**config.mk**
```make
export PLATFORM = sky130hd
export DESIGN_NAME = steal_engine
export DESIGN_NICKNAME = d
export VERILOG_FILES = /design/src/rtl/sw_pkg.sv /design/src/rtl/sw_lfsr.sv /design/src/rtl/sw_victim_sel.sv /design/src/rtl/sw_requester.sv /design/src/rtl/sw_responder.sv /design/src/rtl/steal_engine.sv
export SDC_FILE = /design/constraint.sdc
export NUM_CORES = 1
export LEC_CHECK = 0
export ABC_AREA = 1
export BUFFER_PORTS_ARGS = -buffer_cell sky130_fd_sc_hd__buf_2
export CAP_MARGIN = 5
export CELL_PAD_IN_SITES_DETAIL_PLACEMENT = 1
export CELL_PAD_IN_SITES_GLOBAL_PLACEMENT = 2
export CORE_UTILIZATION = 21
export CTS_CLUSTER_DIAMETER = 30
export DETAILED_ROUTE_END_ITERATION = 6
export PLACE_DENSITY_LB_ADDON = 0.1
export REMOVE_ABC_BUFFERS = 1
export SETUP_SLACK_MARGIN = 0.3
export SYNTH_ARGS = -nofsm -noshare
export SYNTH_HDL_FRONTEND = slang
export SYNTH_SLANG_ARGS = --single-unit
```
**constraint.sdc**
```tcl
create_clock -name clk -period 3.9 [get_ports clk]
set_input_delay 0.585 -clock clk [delete_from_list [all_inputs] [get_ports clk]]
set_output_delay 0.585 -clock clk [all_outputs]
set_load 0.05 [all_outputs]
```
**src/rtl/sw_pkg.sv**
```systemverilog
package sw_pkg;
   typedef enum logic {
      REQ_FREE = 1'b0,
      REQ_WAIT = 1'b1
   } req_state_t;
endpackage

```
**src/rtl/sw_lfsr.sv**
```systemverilog
module sw_lfsr #(
   parameter int          W    = 16,
   parameter logic [W-1:0] TAPS = 16'hB400,
   parameter logic [W-1:0] SEED = 16'hACE1
) (
   input  logic         clk,
   input  logic         rst_n,
   output logic [W-1:0] value
);
   if (SEED == '0) begin : g_bad_seed
      $error("sw_lfsr: SEED must be nonzero");
   end

   always_ff @(posedge clk) begin
      if (!rst_n) value <= SEED;
      else if (value[0]) value <= (value >> 1) ^ TAPS;
      else value <= value >> 1;
   end

   p_lfsr_nonzero_r3: assert property (@(posedge clk) disable iff (!rst_n)
      value != '0);
endmodule

```
**src/rtl/sw_victim_sel.sv**
```systemverilog
module sw_victim_sel #(
   parameter int NUM_TILES = 4,
   parameter int TILE_ID   = 0,
   parameter int RND_W     = 16,
   parameter int TILE_W    = 2
) (
   input  logic [RND_W-1:0]  rnd,
   output logic [TILE_W-1:0] victim
);
   localparam int OTHERS = NUM_TILES - 1;

   if (OTHERS < 1) begin : g_bad_count
      $error("sw_victim_sel: needs at least two tiles");
   end

   logic [RND_W-1:0] slot;

   assign slot   = rnd % RND_W'(OTHERS);
   assign victim = (slot >= RND_W'(TILE_ID)) ? TILE_W'(slot + 1'b1) : TILE_W'(slot);
endmodule

```
**src/rtl/sw_requester.sv**
```systemverilog
module sw_requester
   import sw_pkg::*;
#(
   parameter int NUM_TILES   = 4,
   parameter int TILE_ID     = 0,
   parameter int TILE_W      = 2,
   parameter int DESC_W      = 32,
   parameter int TIMEOUT_CYC = 16
) (
   input  logic              clk,
   input  logic              rst_n,
   input  logic              core_idle,
   input  logic [TILE_W-1:0] victim,
   input  logic              rsp_valid,
   input  logic              rsp_ok,
   input  logic [DESC_W-1:0] rsp_desc,
   output logic              req_valid,
   output logic [TILE_W-1:0] req_dst,
   output logic              inst_valid,
   output logic [DESC_W-1:0] inst_desc
);
   localparam int CNT_W = $clog2(TIMEOUT_CYC + 1);

   req_state_t       state;
   logic [CNT_W-1:0] timer;
   logic             expired;
   logic             retry;

   assign expired = (timer == CNT_W'(TIMEOUT_CYC - 1));
   assign retry   = (state == REQ_WAIT) && !(rsp_valid && rsp_ok) && (rsp_valid || expired);

   always_ff @(posedge clk) begin
      if (!rst_n) begin
         state      <= REQ_FREE;
         timer      <= '0;
         req_valid  <= 1'b0;
         req_dst    <= '0;
         inst_valid <= 1'b0;
         inst_desc  <= '0;
      end else begin
         req_valid  <= 1'b0;
         inst_valid <= 1'b0;
         if ((state == REQ_FREE || retry) && core_idle) begin
            req_valid <= 1'b1;
            req_dst   <= victim;
            timer     <= '0;
            state     <= REQ_WAIT;
         end else if (retry) begin
            state <= REQ_FREE;
         end else if (state == REQ_WAIT && rsp_valid && rsp_ok) begin
            inst_valid <= 1'b1;
            inst_desc  <= rsp_desc;
            state      <= REQ_FREE;
         end else if (state == REQ_WAIT) begin
            timer <= timer + 1'b1;
         end
      end
   end

   p_victim_legal_r2: assert property (@(posedge clk) disable iff (!rst_n)
      req_valid |-> (req_dst != TILE_W'(TILE_ID)) && (32'(req_dst) < NUM_TILES));
   p_one_outstanding_r4: assert property (@(posedge clk) disable iff (!rst_n)
      (req_valid && !rsp_valid) |=> !req_valid);
   p_install_after_ack_r7: assert property (@(posedge clk) disable iff (!rst_n)
      inst_valid |-> $past(rsp_valid && rsp_ok));
   p_ack_ends_wait_r7: assert property (@(posedge clk) disable iff (!rst_n)
      (state == REQ_WAIT && rsp_valid && rsp_ok) |=> !req_valid);
endmodule

```
**src/rtl/sw_responder.sv**
```systemverilog
module sw_responder #(
   parameter int TILE_W = 2,
   parameter int DESC_W = 32
) (
   input  logic              clk,
   input  logic              rst_n,
   input  logic              in_valid,
   input  logic [TILE_W-1:0] in_src,
   input  logic              has_spare,
   input  logic [DESC_W-1:0] spare_desc,
   output logic              rsp_valid,
   output logic [TILE_W-1:0] rsp_dst,
   output logic              rsp_ok,
   output logic [DESC_W-1:0] rsp_desc,
   output logic              remove
);
   logic              pend;
   logic [TILE_W-1:0] pend_src;

   always_ff @(posedge clk) begin
      if (!rst_n) begin
         pend     <= 1'b0;
         pend_src <= '0;
      end else begin
         pend     <= in_valid;
         pend_src <= in_src;
      end
   end

   assign rsp_valid = pend;
   assign rsp_dst   = pend_src;
   assign rsp_ok    = pend && has_spare;
   assign rsp_desc  = rsp_ok ? spare_desc : '0;
   assign remove    = rsp_ok;

   p_reply_follows_req_r9: assert property (@(posedge clk) disable iff (!rst_n)
      rsp_valid |-> $past(in_valid));
   p_reply_dst_r9: assert property (@(posedge clk) disable iff (!rst_n)
      rsp_valid |-> rsp_dst == $past(in_src));
   p_remove_once_r10: assert property (@(posedge clk) disable iff (!rst_n)
      (remove && !in_valid) |=> !remove);
endmodule

```
**src/rtl/steal_engine.sv**
```systemverilog
module steal_engine #(
   parameter int          NUM_TILES   = 4,
   parameter int          TILE_ID     = 0,
   parameter int          TILE_W      = (NUM_TILES > 1) ? $clog2(NUM_TILES) : 1,
   parameter int          DESC_W      = 32,
   parameter int          TIMEOUT_CYC = 16,
   parameter logic [15:0] LFSR_SEED   = 16'hACE1
) (
   input  logic              clk,
   input  logic              rst_n,
   input  logic              core_idle,
   output logic              steal_req_valid,
   output logic [TILE_W-1:0] steal_req_dst,
   input  logic              steal_rsp_valid,
   input  logic              steal_rsp_ok,
   input  logic [DESC_W-1:0] steal_rsp_desc,
   input  logic              inbound_req_valid,
   input  logic [TILE_W-1:0] inbound_req_src,
   output logic              inbound_rsp_valid,
   output logic [TILE_W-1:0] inbound_rsp_dst,
   output logic              inbound_rsp_ok,
   output logic [DESC_W-1:0] inbound_rsp_desc,
   input  logic              tbl_has_spare,
   input  logic [DESC_W-1:0] tbl_spare_desc,
   output logic              tbl_remove,
   output logic              tbl_install,
   output logic [DESC_W-1:0] tbl_install_desc
);
   localparam int RND_W = 16;

   if (NUM_TILES < 1 || TILE_ID < 0 || TILE_ID >= NUM_TILES) begin : g_bad_id
      $error("steal_engine: TILE_ID must lie in 0..NUM_TILES-1");
   end
   if (TIMEOUT_CYC < 2) begin : g_bad_timeout
      $error("steal_engine: TIMEOUT_CYC must be at least 2");
   end
   if ((1 << TILE_W) < NUM_TILES) begin : g_bad_width
      $error("steal_engine: TILE_W too narrow for NUM_TILES");
   end

   if (NUM_TILES > 1) begin : g_steal
      logic [RND_W-1:0]  rnd;
      logic [TILE_W-1:0] victim;

      sw_lfsr #(.W(RND_W), .SEED(LFSR_SEED)) u_lfsr (
         .clk(clk), .rst_n(rst_n), .value(rnd));

      sw_victim_sel #(.NUM_TILES(NUM_TILES), .TILE_ID(TILE_ID),
                      .RND_W(RND_W), .TILE_W(TILE_W)) u_sel (
         .rnd(rnd), .victim(victim));

      sw_requester #(.NUM_TILES(NUM_TILES), .TILE_ID(TILE_ID), .TILE_W(TILE_W),
                     .DESC_W(DESC_W), .TIMEOUT_CYC(TIMEOUT_CYC)) u_req (
         .clk(clk), .rst_n(rst_n), .core_idle(core_idle), .victim(victim),
         .rsp_valid(steal_rsp_valid), .rsp_ok(steal_rsp_ok), .rsp_desc(steal_rsp_desc),
         .req_valid(steal_req_valid), .req_dst(steal_req_dst),
         .inst_valid(tbl_install), .inst_desc(tbl_install_desc));
   end else begin : g_solo
      assign steal_req_valid  = 1'b0;
      assign steal_req_dst    = '0;
      assign tbl_install      = 1'b0;
      assign tbl_install_desc = '0;
   end

   sw_responder #(.TILE_W(TILE_W), .DESC_W(DESC_W)) u_rsp (
      .clk(clk), .rst_n(rst_n),
      .in_valid(inbound_req_valid), .in_src(inbound_req_src),
      .has_spare(tbl_has_spare), .spare_desc(tbl_spare_desc),
      .rsp_valid(inbound_rsp_valid), .rsp_dst(inbound_rsp_dst),
      .rsp_ok(inbound_rsp_ok), .rsp_desc(inbound_rsp_desc),
      .remove(tbl_remove));

   p_remove_needs_request_r10: assert property (@(posedge clk) disable iff (!rst_n)
      tbl_remove |-> $past(inbound_req_valid));
endmodule

```
==> results.txt <==
Outcome -> finished, violations left
Violated checks -> negative setup slack
Num CTS Buffers -> 9
Placed instance count -> 771
Final nets -> 702
CP Buf/Inv Count -> 6
Rows -> 43
Clock-pin slew on the worst setup and hold paths -> 0.05 ns
Antenna violations before repair -> 0
Leading cell type in the layout, fill and taps excluded -> buf_2
CTS HTree Levels -> 3
RR Startpoint -> g_steal.u_lfsr.value[15]
Worst hold path class -> input port to flop
Sink Count -> 61
Vias in the first global route -> 3,284
Core ar. -> 0.0138 mm2
EDFF count, synth -> 0
Syn Std Cell Area -> 0.00297 mm2
Post-route setup TNS -> -1.51 ns
Crit path max-delay family -> simple AND/OR/NAND/NOR gates
Max-cap violations -> 0
Antenna diodes -> 0
Min Tclk post-route -> 4.67 ns
DRC -> 0
Crit path DAT -> 4.89 ns
Ys flop type -> dfxtp_1
Rel. slew slack -> 0.319
Commonest non-fill, non-tap cells in the layout -> buf_2 (145), nand2_1 (112), inv_1 (66), dfxtp_1 (58), nor2_1 (41)
CP max stage delay -> 0.38 ns
Initial Util -> 0.215
Least-Margin Pin Slew -> 1.02 ns
Worst r2r dst -> g_steal.u_req.req_dst[1]
Gr ovfl total -> 0
Vias -> 3,306
Clk_skew -> 0.00532 ns
Yosys cell types -> 28
Ports -> 146
Hold path cells -> 3
Pwr dens -> 476 mW/mm2
Post-route worst setup slack -> -0.770 ns
Worst IR Drop VDD -> 0.000247 V
Synth-to-Final Area Change -> 57.3%
Avg Inst Size Synth -> 6.68 um2
Hold Startpoint -> inbound_req_valid
Tcrit/Tclk final -> 1.20
Tot GR Track Use -> 0.125
RSZ-0062 raised after global routing -> true
# setup viols final -> 2
Worst setup SP type -> flop
Req. time, crit path -> 4.12 ns
Fillers -> 1,757
Drt pass-1 iters -> 4
GP Congestion -> 0.696
Clock root cell -> clkbuf_16
WHS Endpoint -> u_rsp.rsp_valid
Ys Warns -> 0
Final non-filler cell total -> 810
First-pass GRT wire length -> 14.6 mm
Design Area, Final -> 0.00468 mm2
WL final -> 9.21 mm
Post-DRT Antenna Nets -> 0
Final hold violation count -> 0
Die Wd -> 121 um
Hold buffers post-CTS -> 0
Die area -> 0.0146 mm2
Max clock buf depth -> 2
Post-detail-place hpwl -> 6.40 mm
Initial DRC Count -> 62
Fraction of registers with async set or reset after synthesis -> 0
WP depth -> 42
Seq/Total Area, Yosys -> 0.411
Reg2reg path depth -> 42
TritonCTS clock tree -> yes
Area after DPL -> 0.00399 mm2
Final Slew Violations -> 0
Largest net degree at the start of global routing -> 38
Max Freq -> 214 MHz
Slowest-stage cell, CP -> dfxtp_4
Die height -> 121 um
WL per Instance -> 11.4 um
CP endpoint kind -> flop
Buffers on Ports -> 145
Crit path kind -> flop to flop
Share of cells above drive strength 1 -> 0.441
Tot Pwr -> 2.23 mW
Vias/cell -> 4.08
Post-Synthesis Cells -> 445
Most frequent cell on the critical path -> nand2_2
FF+latch count, synth -> 61
Crit-path max FO -> 4
Clk_lat worst skew -> 0.32 ns
Worst R2R Setup Slack -> -0.77 ns
Leakage -> 2.52 nW
## worst register-to-register path, delay by kind of cell (launching register included)
| family | cells | cell delay (ns) |
|---|---|---|
| xor gates and xnor gates | 1 | 0.15 |
| and+or+nand+nor | 27 | 2.27 |
| adders and majority gates | 1 | 0.19 |
| DFF | 1 | 0.38 |
| buffers and inverters | 6 | 0.59 |
| AOI/OAI and AO/OA | 7 | 0.95 |
## worst max-delay path by stage
stage | endpoint | start
3_5_place_dp | g_steal.u_req.req_dst[1] | g_steal.u_lfsr.value[14]
5_1_grt | g_steal.u_req.req_dst[1] | g_steal.u_lfsr.value[15]
4_1_cts | g_steal.u_req.req_dst[1] | g_steal.u_lfsr.value[15]
6_report | g_steal.u_req.req_dst[1] | g_steal.u_lfsr.value[15]
3_3_place_gp | g_steal.u_req.req_dst[1] | g_steal.u_lfsr.value[13]
2_1_floorplan | g_steal.u_req.req_dst[1] | g_steal.u_lfsr.value[14]
## final cells by class
cell class              instances  area (um2)  area share
multi-input cells             296        1660       0.354
repair buffers                184        1020       0.218
flip-flops and latches         61        1230       0.264
well taps                     180         225      0.0482
clock inverters                 5        27.5     0.00589
clock buffers                  11         233      0.0498
inverters                      73         284      0.0607
## synth_stat cells, drive strengths merged, types with 3 or more instances
library cell / n / area, um2
a21oi: 39 / 195
buf: 6 / 26.3
clkbuf: 9 / 33.8
dfxtp: 61 / 1220
ha: 4 / 50.1
inv: 73 / 277
nand2: 149 / 594
nand3: 37 / 235
nand4: 3 / 25.0
nor2: 43 / 164
o21ai: 12 / 71.3
xor2: 4 / 42.6
## sequential cells by signal, indices dropped and copies added, names as in the netlist
signal / cells
g_steal.u_req.inst_desc: 32
g_steal.u_lfsr.value: 16
g_steal.u_req.timer: 5
g_steal.u_req.req_dst: 2
u_rsp.rsp_dst: 2
g_steal.u_req.inst_valid: 1
g_steal.u_req.req_valid: 1
g_steal.u_req.state: 1
u_rsp.rsp_valid: 1
## metal layers
| layer | vias to the layer above | wire, um | track usage |
|---|---|---|---|
| met2 | 93 | 4720 | 0.220 |
| li1 | 1719 | - | - |
| met1 | 1485 | 3670 | 0.134 |
| met4 | 0 | 114 | 0.0463 |
| met3 | 9 | 707 | 0.0493 |
| met5 | - | 0 | 0 |
## logic make-up after synthesis
logic type | count (synthesis) | share of synthesized area
xor gates and xnor gates | 4 | 0.0143
adders and majority gates | 4 | 0.0168
and+or+nand+nor | 235 | 0.349
buffers and inverters | 88 | 0.113
DFF | 61 | 0.411
AOI/OAI and AO/OA | 53 | 0.0959
## power by group
group / total (mW) / internal [mW] / switching, mW
Combinational: 0.852 / 0.376 / 0.476
Sequential: 0.675 / 0.651 / 0.0238
Clock: 0.700 / 0.425 / 0.275
Total: 2.23 / 1.45 / 0.775
## what timing repair did
action / in CTS / in global routing
gates resized for setup: 30 / 42
pin swaps: 25 / 43
endpoints found under the setup margin: 2 / 2
setup buffers: 18 / 5
## per-stage QoR
step / util / worst slack (ns) / hold WS, ns
2_1_floorplan: - / -0.296 / 0.420
3_3_place_gp: 0.288 / -0.626 / 0.441
3_5_place_dp: 0.288 / -0.794 / 0.446
4_1_cts: 0.323 / -0.663 / 0.431
5_1_grt: 0.338 / -1.15 / 0.445
6_report: 0.338 / -0.770 / 0.442
Power figures use the tool's default switching activity.
